<file path="config.mk">
export PLATFORM = sky130hd
export DESIGN_NAME = vpack_unit
export DESIGN_NICKNAME = d
export VERILOG_FILES = /design/src/rtl/vpack_pkg.sv /design/src/rtl/vpack_narrow.sv /design/src/rtl/vpack_lane_pack.sv /design/src/rtl/vpack_qperm.sv /design/src/rtl/vpack_unit.sv
export SDC_FILE = /design/constraint.sdc
export NUM_CORES = 1
export LEC_CHECK = 0
export BUFFER_PORTS_ARGS = -buffer_cell sky130_fd_sc_hd__buf_2
export CORE_AREA = 4 4 299 301
export DETAILED_ROUTE_END_ITERATION = 10
export DIE_AREA = 0 0 303 305
export PLACE_DENSITY_LB_ADDON = 0.12
export REMOVE_ABC_BUFFERS = 1
export SYNTH_ARGS = -nofsm -noshare
export SYNTH_HDL_FRONTEND = slang
export SYNTH_SLANG_ARGS = --single-unit
</file>
<file path="constraint.sdc">
create_clock -name clk -period 2.8 [get_ports clk]
set_input_delay 0.28 -clock clk [delete_from_list [all_inputs] [get_ports clk]]
set_output_delay 0.28 -clock clk [all_outputs]
set_load 0.02 [all_outputs]
</file>
<file path="src/rtl/vpack_pkg.sv">
// Shared types for the vector narrowing pack unit.
// Assumes a 2-bit narrowing mode field; code 11 aliases signed clamping.
package vpack_pkg;
    typedef enum logic [1:0] {
        SAT_SIGNED     = 2'b00,
        SAT_UNSIGNED   = 2'b01,
        SAT_TRUNC      = 2'b10,
        SAT_SIGNED_ALT = 2'b11
    } sat_mode_e;
endpackage

</file>
<file path="src/rtl/vpack_narrow.sv">
// Narrows one signed IW-bit element to OW bits by signed clamping,
// unsigned clamping or truncation. Purely combinational.
// Assumes IW > OW + 1.
module vpack_narrow
    import vpack_pkg::*;
#(
    parameter int IW = 32,
    parameter int OW = 16
) (
    input  logic [IW-1:0] elem_i,
    input  sat_mode_e     mode_i,
    output logic [OW-1:0] elem_o
);
    localparam logic [OW-1:0] S_MAX = {1'b0, {(OW-1){1'b1}}};
    localparam logic [OW-1:0] S_MIN = {1'b1, {(OW-1){1'b0}}};
    localparam logic [OW-1:0] U_MAX = {OW{1'b1}};

    logic neg;
    logic s_over_pos;
    logic s_over_neg;
    logic u_over;

    // Range detection from the bits above the output width
    always_comb begin
        neg        = elem_i[IW-1];
        s_over_pos = !neg && (|elem_i[IW-2:OW-1]);
        s_over_neg = neg && !(&elem_i[IW-2:OW-1]);
        u_over     = !neg && (|elem_i[IW-2:OW]);
    end

    // Result selection by narrowing mode
    always_comb begin
        unique case (mode_i)
            SAT_UNSIGNED: begin
                if (neg)         elem_o = '0;
                else if (u_over) elem_o = U_MAX;
                else             elem_o = elem_i[OW-1:0];
            end
            SAT_TRUNC: elem_o = elem_i[OW-1:0];
            default: begin
                if (s_over_pos)      elem_o = S_MAX;
                else if (s_over_neg) elem_o = S_MIN;
                else                 elem_o = elem_i[OW-1:0];
            end
        endcase
    end
endmodule

</file>
<file path="src/rtl/vpack_lane_pack.sv">
// Narrows both operands and places the results in lane order: each
// LANE_W-bit output lane holds that lane's A elements, then its B elements.
// Assumes IW = 2*OW so each input lane fills half an output lane.
module vpack_lane_pack
    import vpack_pkg::*;
#(
    parameter int VEC_W  = 256,
    parameter int LANE_W = 128,
    parameter int IW     = 32,
    parameter int OW     = 16
) (
    input  logic [VEC_W-1:0] a_i,
    input  logic [VEC_W-1:0] b_i,
    input  sat_mode_e        mode_i,
    output logic [VEC_W-1:0] packed_o
);
    localparam int N_OUT       = VEC_W / OW;
    localparam int OUT_PER_LN  = LANE_W / OW;
    localparam int HALF_LN     = OUT_PER_LN / 2;
    localparam int IN_PER_LN   = LANE_W / IW;

    for (genvar w = 0; w < N_OUT; w++) begin : g_word
        localparam int LN  = w / OUT_PER_LN;
        localparam int K   = w % OUT_PER_LN;
        localparam int SRC = LN * IN_PER_LN + (K % HALF_LN);
        logic [IW-1:0] src_elem;
        if (K < HALF_LN) begin : g_from_a
            assign src_elem = a_i[SRC*IW +: IW];
        end else begin : g_from_b
            assign src_elem = b_i[SRC*IW +: IW];
        end
        vpack_narrow #(.IW(IW), .OW(OW)) u_narrow (
            .elem_i (src_elem),
            .mode_i (mode_i),
            .elem_o (packed_o[w*OW +: OW])
        );
    end
endmodule

</file>
<file path="src/rtl/vpack_qperm.sv">
// Optional cross-lane permute of half-lane chunks. When seq_i is set, the
// first half of the output takes the A halves and the second half takes the
// B halves, which restores source order. Combinational.
module vpack_qperm #(
    parameter int VEC_W  = 256,
    parameter int LANE_W = 128
) (
    input  logic [VEC_W-1:0] data_i,
    input  logic             seq_i,
    output logic [VEC_W-1:0] data_o
);
    localparam int CHUNK_W = LANE_W / 2;
    localparam int N_CHUNK = VEC_W / CHUNK_W;
    localparam int HALF_N  = N_CHUNK / 2;

    logic [VEC_W-1:0] perm;

    for (genvar j = 0; j < N_CHUNK; j++) begin : g_chunk
        localparam int SRC = (j < HALF_N) ? 2 * j : 2 * (j - HALF_N) + 1;
        assign perm[j*CHUNK_W +: CHUNK_W] = data_i[SRC*CHUNK_W +: CHUNK_W];
    end

    // Order selection
    always_comb data_o = seq_i ? perm : data_i;
endmodule

</file>
<file path="src/rtl/vpack_unit.sv">
// Top of the vector narrowing pack unit: lane pack, optional permute, and
// a single output register with valid/ready on both sides.
// Assumes a synchronous active-low reset.
module vpack_unit
    import vpack_pkg::*;
#(
    parameter int VEC_W  = 256,
    parameter int LANE_W = 128,
    parameter int IW     = 32,
    parameter int OW     = 16
) (
    input  logic             clk,
    input  logic             rst_n,
    input  logic             in_valid,
    output logic             in_ready,
    input  logic [VEC_W-1:0] in_a,
    input  logic [VEC_W-1:0] in_b,
    input  logic [1:0]       in_sat,
    input  logic             in_seq,
    output logic             out_valid,
    input  logic             out_ready,
    output logic [VEC_W-1:0] out_data
);
    logic [VEC_W-1:0] lane_res;
    logic [VEC_W-1:0] final_res;
    logic             accept;

    vpack_lane_pack #(.VEC_W(VEC_W), .LANE_W(LANE_W), .IW(IW), .OW(OW)) u_lane (
        .a_i      (in_a),
        .b_i      (in_b),
        .mode_i   (sat_mode_e'(in_sat)),
        .packed_o (lane_res)
    );

    vpack_qperm #(.VEC_W(VEC_W), .LANE_W(LANE_W)) u_perm (
        .data_i (lane_res),
        .seq_i  (in_seq),
        .data_o (final_res)
    );

    // Ready when the output register is empty or being drained
    always_comb begin
        in_ready = !out_valid || out_ready;
        accept   = in_valid && in_ready;
    end

    // Output valid flag
    always_ff @(posedge clk) begin
        if (!rst_n)          out_valid <= 1'b0;
        else if (accept)     out_valid <= 1'b1;
        else if (out_ready)  out_valid <= 1'b0;
    end

    // Output data register, loaded only on accept
    always_ff @(posedge clk) begin
        if (!rst_n)      out_data <= '0;
        else if (accept) out_data <= final_res;
    end
endmodule

</file>
After elaboration in Yosys (flattened, before gate mapping)
Index checks and enable logic that the tools add are counted.

word-level totals
  output and inout port bits = 258
  register bits after elaboration = 257
  bits of input ports = 519
  word-level logic and storage cells = 219

operators by class
  reductions and logical operators = 132
  equality and inequality tests = 2
  muxes and demuxes = 83

operators with widths
  cell                                                  number
  2-to-1 mux 16 bit                                     64
  one-hot mux 16 bit (2 select lines)                   16
  AND reduction 16 bit                                  16
  OR reduction 16 bit                                   16
  OR reduction 15 bit                                   16
  2-to-1 mux 192 bit                                    1
  logical AND 1 bit                                     49
  zero test 1 bit                                       33
  equality test 2 x 1 -> 1 bit (second input constant)  1
  equality test 2 bit (second input constant)           1
  2-to-1 mux 1 bit                                      2
  nonzero test 2 bit                                    1
  logical OR 1 bit                                      1

Logic depth before layout (Yosys ltp)
  depth in word-level cells = 7
  gate-level depth with buffers = 10
  mapped depth without buffers = 8

Cells and area by module
A second synthesis with hierarchy kept.

unflattened totals
  cell total of the unflattened synthesis = 2,649
  area total of the unflattened synthesis = 21,672.0 um^2

modules (own cells, without submodules)
  module        area each (um^2)  sequential area each (um^2)  cells an instance  times used
  vpack_unit    10,203.5          5,144.9                      1,115              1
  vpack_narrow  555.5             0.0                          79                 16
  vpack_qperm   2,580.0           0.0                          270                1

Least setup slack after synthesis
No wires, ideal clock.

  kind = input-to-reg
  start point = in in_sat[0]
  end point = reg out_data[133]
  cell stages on the path = 10
  setup time = 95 ps
  arrival = 1,959 ps
  slack = 745 ps
  buffers on the path = 3
  required time = 2,705 ps
  cells stage by stage = inv_1 > ha_1 > buf_2 > buf_2 > nand2_1 > nor2_1 > a21oi_1 > clkbuf_1 > o21ai_0 > a221oi_1

between the ends
  longest elaborated chain between the ends = 3
  elaborated cells between the ends (all ways) = 5
  those cells by class = eq/ne: 2; mux: 3

ends and longest elaborated chain
  element                                                                     line                RTL
  start: declaration                                                          vpack_unit.sv:18    input logic [1:0] in_sat,
  equality test 2 bit / equality test 2 x 1 -> 1 bit (equally long branches)  vpack_narrow.sv:33  unique case (mode_i)
  one-hot mux 16 bit (2 select lines)                                         vpack_narrow.sv:33
  2-to-1 mux 192 bit *                                                        vpack_qperm.sv:24   always_comb data_o = seq_i ? perm : data_i;
  end signal: assignment                                                      vpack_unit.sv:57    else if (accept) out_data <= final_res;
  end: declaration                                                            vpack_unit.sv:22    output logic [VEC_W-1:0] out_data

Mark *: on every way between the ends. The rest lies on a longest branch, timed or not.
A chain may end at the register's enable or synchronous reset.

Worst setup path in the final report
  start point = reg out_valid
  end point = reg out_data[192]

between the ends
  longest elaborated chain between the ends = 3

ends and longest elaborated chain
  element                   line              RTL
  start: declaration        vpack_unit.sv:20  output logic out_valid,
  start signal: assignment  vpack_unit.sv:49  if (!rst_n) out_valid <= 1'b0;
  start signal: assignment  vpack_unit.sv:50  else if (accept) out_valid <= 1'b1;
  start signal: assignment  vpack_unit.sv:51  else if (out_ready) out_valid <= 1'b0;
  zero test 1 bit           vpack_unit.sv:43  in_ready = !out_valid || out_ready;
  logical OR 1 bit          vpack_unit.sv:43
  logical AND 1 bit         vpack_unit.sv:44  accept = in_valid && in_ready;

No other way between the ends.

==> impl_results.html <==
<table>
<tr><th>Metric</th><th>Value</th></tr>
<tr><th colspan="2">Clock network</th></tr>
<tr><td>Number of sinks on the clock net</td><td>roughly 260</td></tr>
<tr><td>Longest Clk Path Bufs</td><td>3</td></tr>
<tr><td>Clock-pin slew of the registers on the worst-case setup and hold paths</td><td>about 0.050 ns</td></tr>
<tr><td>Skew-Pair Late Insertion Delay</td><td>0.54 ns</td></tr>
<tr><td>Clock buffers created by TritonCTS</td><td>38</td></tr>
<tr><td>Post-CTS resize count</td><td>0</td></tr>
<tr><td>CTS Root Cell</td><td>clkbuf_16</td></tr>
<tr><td>Quantity of hold-fixing buffers added after cts</td><td>112</td></tr>
<tr><td>Setup repair bufs after CTS</td><td>0</td></tr>
<tr><td>Clock tree from TritonCTS</td><td>built</td></tr>
<tr><td>Deepest level of the CTS H-tree</td><td>2</td></tr>
<tr><th colspan="2">Setup path</th></tr>
<tr><td>Slack of the worst reg-to-reg path</td><td>approximately 0.38 ns</td></tr>
<tr><td>Critical path startpoint category</td><td>flop</td></tr>
<tr><td>Crit. Startpoint</td><td>out_valid</td></tr>
<tr><td>Count of buffering cells on the critical path with inverters included</td><td>0</td></tr>
<tr><td>Total stage count of the critical path</td><td>4</td></tr>
<tr><td>CP max stage cell</td><td>nor2_1</td></tr>
<tr><td>Maximum net fanout on the critical path</td><td>15</td></tr>
<tr><td>Nature of the critical path endpoint</td><td>flop</td></tr>
<tr><td>Capture instance of the worst register-to-register path</td><td>out_data[192]</td></tr>
<tr><td>R2R Path Start</td><td>out_valid</td></tr>
<tr><td>Cell Chain, Critical Path</td><td>nand2b_1 &gt; nand2_1 &gt; nor2_1 &gt; a21oi_1</td></tr>
<tr><td>Crit path required time</td><td>3.16 ns</td></tr>
<tr><td>Kind of critical path</td><td>flop to flop</td></tr>
<tr><td>End point of the critical path</td><td>out_data[192]</td></tr>
<tr><td>CP delay by family, top</td><td>simple AND/OR/NAND/NOR gates</td></tr>
<tr><td>Data arrival time of the critical path</td><td>around 2.8 ns</td></tr>
<tr><td>Depth of the worst register-to-register path</td><td>4</td></tr>
<tr><td>Max stage delay on crit path</td><td>1.07 ns</td></tr>
<tr><th colspan="2">Placed design</th></tr>
<tr><td>Number of buffers inserted by port buffering</td><td>776</td></tr>
<tr><td>Sum of net half-perimeters after detailed placement</td><td>61.4 mm</td></tr>
<tr><td>Final weighted congestion in routability-driven placement</td><td>a little under 0.9</td></tr>
<tr><td>Area after DPL</td><td>approximately 18000 um2</td></tr>
<tr><th colspan="2">STA</th></tr>
<tr><td>Slew @ Worst Pin</td><td>1.19 ns</td></tr>
<tr><td>Headroom to the max-slew limit</td><td>roughly 20%</td></tr>
<tr><td>Final setup TNS</td><td>0 ns</td></tr>
<tr><td>Number of hold violations in the final report</td><td>0</td></tr>
<tr><td>RSZ-0062 raised after global routing</td><td>no</td></tr>
<tr><td>Largest clock skew in the final design</td><td>0.00930 ns</td></tr>
<tr><td>Maximum clock frequency</td><td>approximately 410 MHz</td></tr>
<tr><td>Max Transition Viols Final</td><td>0</td></tr>
<tr><td>Final critical-path required period</td><td>around 2.4 ns</td></tr>
<tr><td>Part of the cycle the worst path needs</td><td>86.4%</td></tr>
<tr><td>Count of final setup violators</td><td>0</td></tr>
<tr><th colspan="2">Layout</th></tr>
<tr><td>Share of cells above drive strength 1</td><td>a little over a third</td></tr>
<tr><td>Commonest non-fill, non-tap cell in the layout</td><td>buf_2</td></tr>
<tr><td>Synth-to-layout area growth</td><td>60.8%</td></tr>
<tr><td>Number of nets in the finished design</td><td>3028</td></tr>
<tr><td>Commonest non-fill, non-tap cells in the layout</td><td>buf_2, o21ai_0, dfxtp_1, nand2_1, a21oi_1</td></tr>
<tr><td>Filler Cells Inserted</td><td>9698</td></tr>
<tr><td>Summed area of non-filler cells in the final layout</td><td>20200 um2</td></tr>
<tr><td>Final standard cell utilization of the core</td><td>23.4%</td></tr>
<tr><th colspan="2">Global routing</th></tr>
<tr><td>Via count of the first global-routing pass</td><td>17400</td></tr>
<tr><td>Initial antenna violation count</td><td>15</td></tr>
<tr><td>Largest net degree at the start of global routing</td><td>184</td></tr>
<tr><td>First-pass GRT wire length</td><td>115 mm</td></tr>
<tr><td>Overall global routing resource usage</td><td>between 10% and 20%</td></tr>
<tr><td>Overflow after GRT</td><td>0</td></tr>
<tr><th colspan="2">Yosys</th></tr>
<tr><td>Async set-reset flop share out of synthesis</td><td>0%</td></tr>
<tr><td>Post-Syn Area per Cell</td><td>7.62 um2</td></tr>
<tr><td>Number of cells produced by synthesis</td><td>1652</td></tr>
<tr><td>Number of synthesis warnings</td><td>0</td></tr>
<tr><td>Register bit count reported by yosys</td><td>257</td></tr>
<tr><td>Part of the Yosys area used for sequential elements</td><td>roughly 41%</td></tr>
<tr><td>Synthesized cell area</td><td>12600 um2</td></tr>
<tr><td>Number of different library cells in the post-synthesis netlist</td><td>44</td></tr>
<tr><td>Count of flip-flops with a built-in enable after synthesis</td><td>0</td></tr>
<tr><td>Ys flop type</td><td>dfxtp_1</td></tr>
<tr><th colspan="2">Pwr</th></tr>
<tr><td>Maximum VDD drop</td><td>0.296 mV</td></tr>
<tr><td>Pwr Density</td><td>between 500 and 600 nW/um2</td></tr>
<tr><td>Total power</td><td>11.9 mW</td></tr>
<tr><td>Leak pwr</td><td>8.96 nW</td></tr>
<tr><th colspan="2">Route</th></tr>
<tr><td>Count of antenna-violating nets left after detailed routing</td><td>0</td></tr>
<tr><td>Post-detailed-route wirelength per cell</td><td>21.8 um</td></tr>
<tr><td>Remaining DRCs</td><td>0</td></tr>
<tr><td>Number of iterations in the first detailed-routing pass</td><td>5</td></tr>
<tr><td>Vias/cell</td><td>4.54</td></tr>
<tr><td>Drt initial violations</td><td>1092</td></tr>
<tr><td>Via count of the routed design</td><td>between 15000 and 20000</td></tr>
<tr><td>Total Wirelength</td><td>80.5 mm</td></tr>
<tr><th colspan="2">Run status</th></tr>
<tr><td>Status</td><td>complete, no violations</td></tr>
<tr><th colspan="2">Floorplanning</th></tr>
<tr><td>Die Outline Area</td><td>92400 um2</td></tr>
<tr><td>Initial standard-cell utilization of the core</td><td>between 10% and 20%</td></tr>
<tr><td>I/O pin cnt</td><td>777</td></tr>
<tr><td>Row count</td><td>108</td></tr>
<tr><td>Horizontal die dimension</td><td>303 um</td></tr>
<tr><td>Core area</td><td>between 80000 and 90000 um2</td></tr>
<tr><td>Vertical extent of the die</td><td>305 um</td></tr>
<tr><th colspan="2">Run</th></tr>
<tr><td>Max-cap check violation count</td><td>0</td></tr>
<tr><th colspan="2">Min path</th></tr>
<tr><td>Class of the worst hold path</td><td>primary input to flop</td></tr>
</table>
==> cell usage after synthesis, drive strengths merged, types with 5 or more instances <==
library cell | count | share of area [%]
nor2 | 44 | 1.3
a221oi | 60 | 4.2
o211a | 24 | 1.9
nor4 | 61 | 3.0
o211ai | 17 | 1.0
buf | 13 | 0.57
o311ai | 8 | 0.56
nand3 | 6 | 0.24
nand4 | 78 | 3.9
nand2 | 211 | 6.3
and2 | 7 | 0.35
a22o | 15 | 1.0
inv | 23 | 0.69
clkbuf | 118 | 3.5
o21a | 47 | 2.8
mux2i | 5 | 0.40
o21ai | 369 | 15
dfxtp | 257 | 41
nand2b | 12 | 0.60
nor2b | 13 | 0.65
a21oi | 174 | 6.9
nor3 | 49 | 1.9
o22a | 7 | 0.49
==> layout make-up <==
class / count / area (um2) / share of cell area, %
multi-input cells: 1241 / 6870 / 33.9
clock inverters: 8 / 126 / 0.624
clock buffers: 55 / 1080 / 5.31
inverters: 23 / 86.3 / 0.426
well taps: 1155 / 1450 / 7.14
repair buffers: 946 / 5480 / 27.1
flip-flops and latches: 257 / 5140 / 25.4
diodes: 8 / 20.0 / 0.0989
==> stage by stage <==
stage,cells,setup WS (ns),hold WS (ns)
detailed placement,3510,0.0990,0.440
CTS,3685,0.297,0.00154
finish,3693,0.381,0.0246
global route,3691,0.0944,0.0165
floorplan,1521,-1.73,0.413
global placement,3510,0.0893,0.432
==> report_power, final <==
group          internal (mW)  leakage [nW]  switching, mW
combinational           1.05          6.25           1.85
sequential              3.99          2.13          0.179
clock                   2.93         0.575           1.88
total                   7.97          8.96           3.91
==> worst reg2reg max path: stages, from the launching register on <==
cell and delay (ns):
dfxtp_1 0.32, nand2b_1 0.23, nand2_1 0.47, nor2_1 1.07
a21oi_1 0.16
==> registers in the layout, summed over array words and instances, names as in the netlist <==
signal     count
out_data     256
out_valid      1
==> cell families after synthesis <==
kind of cell / after synthesis / synth area share, %
and+or+nand+nor: 499 / 19.3
buffers and inverters: 154 / 4.77
muxes: 5 / 0.397
DFF: 257 / 40.9
AOI/OAI and AO/OA: 735 / 34.5
adders and majority gates: 2 / 0.199
==> worst min path at each step <==
stage                              from       endpoint  slack, ns  depth (start not counted)
after global routing           in_a[10]   out_data[10]       0.02                          3
final                         in_b[202]  out_data[234]       0.02                          3
after detailed placement  out_data[100]  out_data[100]       0.44                          2
after floorplan                   rst_n   out_data[15]       0.41                          1
after global placement    out_data[243]  out_data[243]       0.43                          2
after CTS                      in_a[10]   out_data[10]      0.002                          3
==> per-layer routing <==
layer / wire length, um / track usage, % / up-vias / part of all wire (%)
met1: 32000 / 18.9 / 8076 / 40
met5: 50 / 0 / - / 0.062
met4: 2310 / 5.13 / 8 / 2.9
met2: 40900 / 29.9 / 657 / 51
li1: - / - / 7919 / -
met3: 5270 / 3.59 / 120 / 6.5
Note: power is estimated with default switching activity, not from simulation.
